**src/rtl/thr_pkg.sv**
```systemverilog
package thr_pkg;

   typedef enum logic [1:0] {
      OP_NONE    = 2'd0,
      OP_RAISE   = 2'd1,
      OP_RESTORE = 2'd2
   } thr_op_e;

   typedef enum logic [1:0] {
      ST_IDLE  = 2'd0,
      ST_ARMED = 2'd1,
      ST_HOLD  = 2'd2
   } thr_state_e;

endpackage

```
**src/rtl/thr_hv_sync.sv**
```systemverilog
module thr_hv_sync #(
   parameter int STAGES = 2
) (
   input  logic clk,
   input  logic rst_n,
   input  logic d_in,
   output logic d_out
);

   generate
      if (STAGES == 0) begin : g_bypass
         assign d_out = d_in;
      end else begin : g_chain
         logic [STAGES-1:0] chain_q;
         always_ff @(posedge clk or negedge rst_n) begin
            if (!rst_n) begin
               chain_q <= '0;
            end else if (STAGES == 1) begin
               chain_q <= d_in;
            end else begin
               chain_q <= {chain_q[STAGES-2:0], d_in};
            end
         end
         assign d_out = chain_q[STAGES-1];
      end
   endgenerate

endmodule

```
**src/rtl/thr_cmd_match.sv**
```systemverilog
module thr_cmd_match
   import thr_pkg::*;
#(
   parameter int ADDR_W    = 10,
   parameter int DATA_W    = 8,
   parameter int RAISE_ADR = 1,
   parameter int REST_ADR  = 3,
   parameter int KEY_BYTE  = 0
) (
   input  logic [ADDR_W-1:0] addr,
   input  logic [DATA_W-1:0] data,
   output thr_op_e           op
);

   localparam logic [ADDR_W-1:0] RaiseA = ADDR_W'(RAISE_ADR);
   localparam logic [ADDR_W-1:0] RestA  = ADDR_W'(REST_ADR);
   localparam logic [DATA_W-1:0] KeyV   = DATA_W'(KEY_BYTE);

   always_comb begin
      op = OP_NONE;
      if (data == KeyV) begin
         if (addr == RaiseA) begin
            op = OP_RAISE;
         end else if (addr == RestA) begin
            op = OP_RESTORE;
         end
      end
   end

endmodule

```
**src/rtl/thr_seq_ctl.sv**
```systemverilog
module thr_seq_ctl
   import thr_pkg::*;
(
   input  logic    clk,
   input  logic    rst_n,
   input  logic    wren_evt,
   input  logic    wr_evt,
   input  thr_op_e wr_op,
   input  logic    cs_rise,
   input  logic    hv_ok,
   output logic    set_pulse,
   output logic    clr_pulse,
   output logic    busy
);

   thr_state_e state_q;
   thr_op_e    op_q;
   logic       wel_q;
   logic       set_q;
   logic       clr_q;

   always_ff @(posedge clk or negedge rst_n) begin
      if (!rst_n) begin
         state_q <= ST_IDLE;
         op_q    <= OP_NONE;
         wel_q   <= 1'b0;
         set_q   <= 1'b0;
         clr_q   <= 1'b0;
      end else begin
         set_q <= 1'b0;
         clr_q <= 1'b0;
         unique case (state_q)
            ST_IDLE: begin
               if (wren_evt) begin
                  wel_q <= 1'b1;
               end
               if (wr_evt && wel_q) begin
                  op_q    <= hv_ok ? wr_op : OP_NONE;
                  state_q <= ST_ARMED;
               end
            end
            ST_ARMED: begin
               if (cs_rise) begin
                  wel_q <= 1'b0;
                  op_q  <= OP_NONE;
                  if (hv_ok && op_q == OP_RAISE) begin
                     set_q   <= 1'b1;
                     state_q <= ST_HOLD;
                  end else if (hv_ok && op_q == OP_RESTORE) begin
                     clr_q   <= 1'b1;
                     state_q <= ST_HOLD;
                  end else begin
                     state_q <= ST_IDLE;
                  end
               end else if (!hv_ok) begin
                  op_q <= OP_NONE;
               end
            end
            ST_HOLD: begin
               wel_q <= 1'b0;
               if (!hv_ok) begin
                  state_q <= ST_IDLE;
               end
            end
            default: state_q <= ST_IDLE;
         endcase
      end
   end

   assign set_pulse = set_q;
   assign clr_pulse = clr_q;
   assign busy      = (state_q == ST_HOLD);

endmodule

```
**src/rtl/thr_prog_seq.sv**
```systemverilog
module thr_prog_seq
   import thr_pkg::*;
#(
   parameter int ADDR_W      = 10,
   parameter int DATA_W      = 8,
   parameter int RAISE_ADR   = 1,
   parameter int REST_ADR    = 3,
   parameter int KEY_BYTE    = 0,
   parameter int SYNC_STAGES = 2
) (
   input  logic              clk,
   input  logic              rst_n,
   input  logic              wren_evt,
   input  logic              wr_evt,
   input  logic [ADDR_W-1:0] wr_addr,
   input  logic [DATA_W-1:0] wr_data,
   input  logic              cs_rise,
   input  logic              hv_in,
   output logic              set_pulse,
   output logic              clr_pulse,
   output logic              busy
);

   localparam longint AddrSpan = longint'(1) << ADDR_W;
   localparam longint DataSpan = longint'(1) << DATA_W;

   generate
      if (ADDR_W < 2 || ADDR_W > 32) begin : g_bad_aw
         $error("thr_prog_seq: ADDR_W out of range");
      end
      if (DATA_W < 1 || DATA_W > 32) begin : g_bad_dw
         $error("thr_prog_seq: DATA_W out of range");
      end
      if (RAISE_ADR == REST_ADR) begin : g_bad_same
         $error("thr_prog_seq: the two special addresses must differ");
      end
      if (longint'(RAISE_ADR) >= AddrSpan || longint'(REST_ADR) >= AddrSpan) begin : g_bad_adr
         $error("thr_prog_seq: special address beyond ADDR_W");
      end
      if (longint'(KEY_BYTE) >= DataSpan) begin : g_bad_key
         $error("thr_prog_seq: KEY_BYTE beyond DATA_W");
      end
      if (SYNC_STAGES < 0 || SYNC_STAGES > 8) begin : g_bad_sync
         $error("thr_prog_seq: SYNC_STAGES out of range");
      end
   endgenerate

   logic    hv_ok;
   thr_op_e wr_op;

   thr_hv_sync #(.STAGES(SYNC_STAGES)) u_sync (
      .clk   (clk),
      .rst_n (rst_n),
      .d_in  (hv_in),
      .d_out (hv_ok)
   );

   thr_cmd_match #(
      .ADDR_W    (ADDR_W),
      .DATA_W    (DATA_W),
      .RAISE_ADR (RAISE_ADR),
      .REST_ADR  (REST_ADR),
      .KEY_BYTE  (KEY_BYTE)
   ) u_match (
      .addr (wr_addr),
      .data (wr_data),
      .op   (wr_op)
   );

   thr_seq_ctl u_ctl (
      .clk       (clk),
      .rst_n     (rst_n),
      .wren_evt  (wren_evt),
      .wr_evt    (wr_evt),
      .wr_op     (wr_op),
      .cs_rise   (cs_rise),
      .hv_ok     (hv_ok),
      .set_pulse (set_pulse),
      .clr_pulse (clr_pulse),
      .busy      (busy)
   );

endmodule

```
**config.mk**
```make
export PLATFORM = sky130hd
export DESIGN_NAME = thr_prog_seq
export DESIGN_NICKNAME = d
export VERILOG_FILES = /design/src/rtl/thr_pkg.sv /design/src/rtl/thr_hv_sync.sv /design/src/rtl/thr_cmd_match.sv /design/src/rtl/thr_seq_ctl.sv /design/src/rtl/thr_prog_seq.sv
export SDC_FILE = /design/constraint.sdc
export NUM_CORES = 1
export LEC_CHECK = 0
export BUFFER_PORTS_ARGS = -buffer_cell sky130_fd_sc_hd__buf_2
export CORE_MARGIN = 3
export CORE_UTILIZATION = 37
export CTS_BUF_LIST = sky130_fd_sc_hd__clkbuf_16
export CTS_CLUSTER_DIAMETER = 80
export DETAILED_ROUTE_END_ITERATION = 6
export PLACE_DENSITY_LB_ADDON = 0.3
export SYNTH_ARGS = -nofsm -noshare
export SYNTH_HDL_FRONTEND = slang
export SYNTH_SLANG_ARGS = --single-unit
```
**constraint.sdc**
```tcl
create_clock -name clk -period 1.44 [get_ports clk]
set_input_delay 0.144 -clock clk [delete_from_list [all_inputs] [get_ports clk]]
set_output_delay 0.144 -clock clk [all_outputs]
set_load 0.005 [all_outputs]
```
==> results.toml <==
[drt]
first_iter_violations = 2
dr.pass1.iters = 4
drt_wl_total_um = 1380
via_per_inst = 5.11
drc_errors = 0
ant_nets = 0
vias = 511
avgRoutedWirePerCell_um = 13.8

[floorplan]
start_util_pct = 42.0
core-area_um2 = 1190
num_io_pins = 27
fp.dieArea_um2 = 1820
die_x_um = 42.7
die_h_um = 42.7
rows = 12

[critical_path]
worstPathCellList = "inv_2 -> ha_4 -> a21boi_4 -> or4_4 -> o41ai_2"
worstSetupPathType = "reg -> reg"
crit_required_ps = 1570
crit_family = "simple AND/OR/NAND/NOR gates"
cp-end-kind = "flip-flop"
slowest_stage = "or4_4"
critical_path.max_fanout = 4
arrival_ps = 1640
slowest_delay_ps = 440
critical_path_buf_inv_count = 1
startpoint_type = "flip-flop"

[global_routing]
grt_pass1_wl_um = 2190
grt_pass1_vias = 523
grt_usage_pct = 16.5
antenna_found_initial = 0
grt_max_degree = 10
overflow = 0

[sta]
hold_viol = 0
worst_slew_pin_slew_ps = 264
setup_viol = 3
min_period_ps = 1510
drv_slew = 0
fin_ws_ps = -72.6
fin_crit_sh_pct = 105
finClkSkew_ps = 1.93
max_freq_ghz = 0.661
grt_setup_unrepaired = "yes"
slew_headroom_pct = 82.3

[place]
dp_slack_ps = -129
io_buffers = 26
place.gp.congestion = 0.726
dp_cells = 91
place_hpwl_um = 1010

[clock_tree]
numCtsBuffers = 3
clock_sinks = 9
htree_levels = 1
root_buffer = "clkbuf_16"
cts.path.max_buffers = 2
cts_tree = "yes"
worstSkewPairLatency_ps = 230
clkTransAtPathRegs_ps = 40

[hold_path]
hold_class = "in -> reg"

[status]
violations = "negative setup slack"
outcome = "finished, violations left"

[final_layout]
layout.cells.non_filler = 100
antenna_cells = 0
final_cell_mix = "buf_2 (26), buf_4 (11), dfrtp_1 (8)"
nets = 115
syn_to_final_growth_pct = 78.4
layout_commonest_cell = "buf_2"
postLayoutCoreUtil_pct = 74.9
drive_gt1_share_pct = 62.8
nFillCells = 82

[synth]
synthesis.area_um2 = 498
yosysSeqAreaShare_pct = 45.2
ys_seq_elements = 9
syn_nets = 72
yosysWarnings = 0
netlist_instances = 44
synth.avg_cell_area_um2 = 11.3
synth.distinct_cells = 21

[power]
p_per_area_nw_per_um2 = 1550
worst_ir_drop_vdd_mv = 0.926
leakage_nw = 0.458

[run]
cap_violations = 0
-- cells by family after synthesis --
| group | after synthesis | synth area share, % |
|---|---|---|
| AO/OA/AOI/OAI | 11 | 19.1 |
| AND/OR/NAND/NOR | 16 | 21.1 |
| adder cells (fa/ha/maj) | 4 | 10.1 |
| flip-flops | 9 | 45.2 |
| multiplexers | 1 | 2.26 |
| buffers and inverters | 3 | 2.26 |
-- synthesized netlist by cell type (all sizes together) --
| cell type | instances | area share [%] |
|---|---|---|
| mux2 | 1 | 2.3 |
| or2 | 1 | 1.3 |
| nor2 | 3 | 2.3 |
| and3b | 1 | 1.8 |
| o31ai | 3 | 4.5 |
| a211o | 1 | 1.8 |
| or4 | 1 | 2.3 |
| a21boi | 1 | 3.8 |
| ha | 4 | 10 |
| nor4bb | 1 | 2.0 |
| nand2b | 2 | 2.5 |
| o41ai | 3 | 5.3 |
| a21oi | 2 | 2.0 |
| a22o | 1 | 1.8 |
| nand3 | 1 | 1.0 |
| inv | 3 | 2.3 |
| nor2b | 2 | 3.0 |
| nor4 | 3 | 3.8 |
| nand4 | 1 | 1.3 |
| dfrtp | 9 | 45 |
-- power by group --
group	total [mW]	internal (mW)	switching, mW
registers	0.332	0.290	0.0423
clock network	0.478	0.362	0.116
logic	0.565	0.341	0.224
-- registers in the layout (all words and copies together) (netlist names) --
signal / cells
u_ctl.clr_pulse: 1
u_ctl.state_q: 2
u_ctl.op_q: 2
u_sync.g_chain.chain_q: 2
u_ctl.set_pulse: 1
u_ctl.wel_q: 1
-- timing repair --
item                                    CTS  global route
hold endpoints to repair                  9             0
resized for setup                         6             5
buffers inserted                          3             1
endpoints found under the setup margin    4             6
pin swaps                                 4             2
hold buffers                              1             0
-- path summary, 6_finish.rpt --
| kind | start | endpoint | slack [ps] | cells past startpoint |
|---|---|---|---|---|
| worst max-delay path | u_ctl.state_q[0] | u_ctl.op_q[0] | -70 | 5 |
| worst min-delay path | hv_in | u_sync.g_chain.chain_q[0] | 10 | 1 |
| worst max register to register | u_ctl.state_q[0] | u_ctl.op_q[0] | -70 | 5 |
| worst min register to register | u_sync.g_chain.chain_q[0] | u_sync.g_chain.chain_q[1] | 340 | 0 |
| max in group asynchronous | rst_n | u_ctl.state_q[0] | 960 | 2 |
| min in group asynchronous | rst_n | u_sync.g_chain.chain_q[1] | 300 | 2 |
-- through the flow --
stage	cell area [um^2]	setup TNS [ps]	total power, mW	hold slack (ps)
after CTS	852	-189	1.31	11.1
final	888	-175	1.38	13.8
after global routing	888	-496	1.45	10.5
after global placement	718	-169	0.695	2.13
after floorplan	518	-72.7	0.544	-152
after detailed placement	718	-300	0.713	4.40
-- metal layers --
layer	vias up	share of wire, %	routed length [um]	track usage (%)
met5	-	0	0	0
met3	7	5.6	77	5.93
met4	0	4.0	55	11.2
met1	238	38	523	16.2
li1	251	-	-	-
met2	15	52	719	28.4
-- area by class of cell --
cell class	count	area [um^2]	share of cell area (%)
multi-input combinational	32	332	37.3
tap	14	17.5	1.97
clock buffer	3	75.1	8.45
inverter	3	11.3	1.27
sequential	9	226	25.5
clock inverter	1	3.75	0.423
timing repair buffer	38	223	25.1
Note: power is estimated with default switching activity, not from simulation.
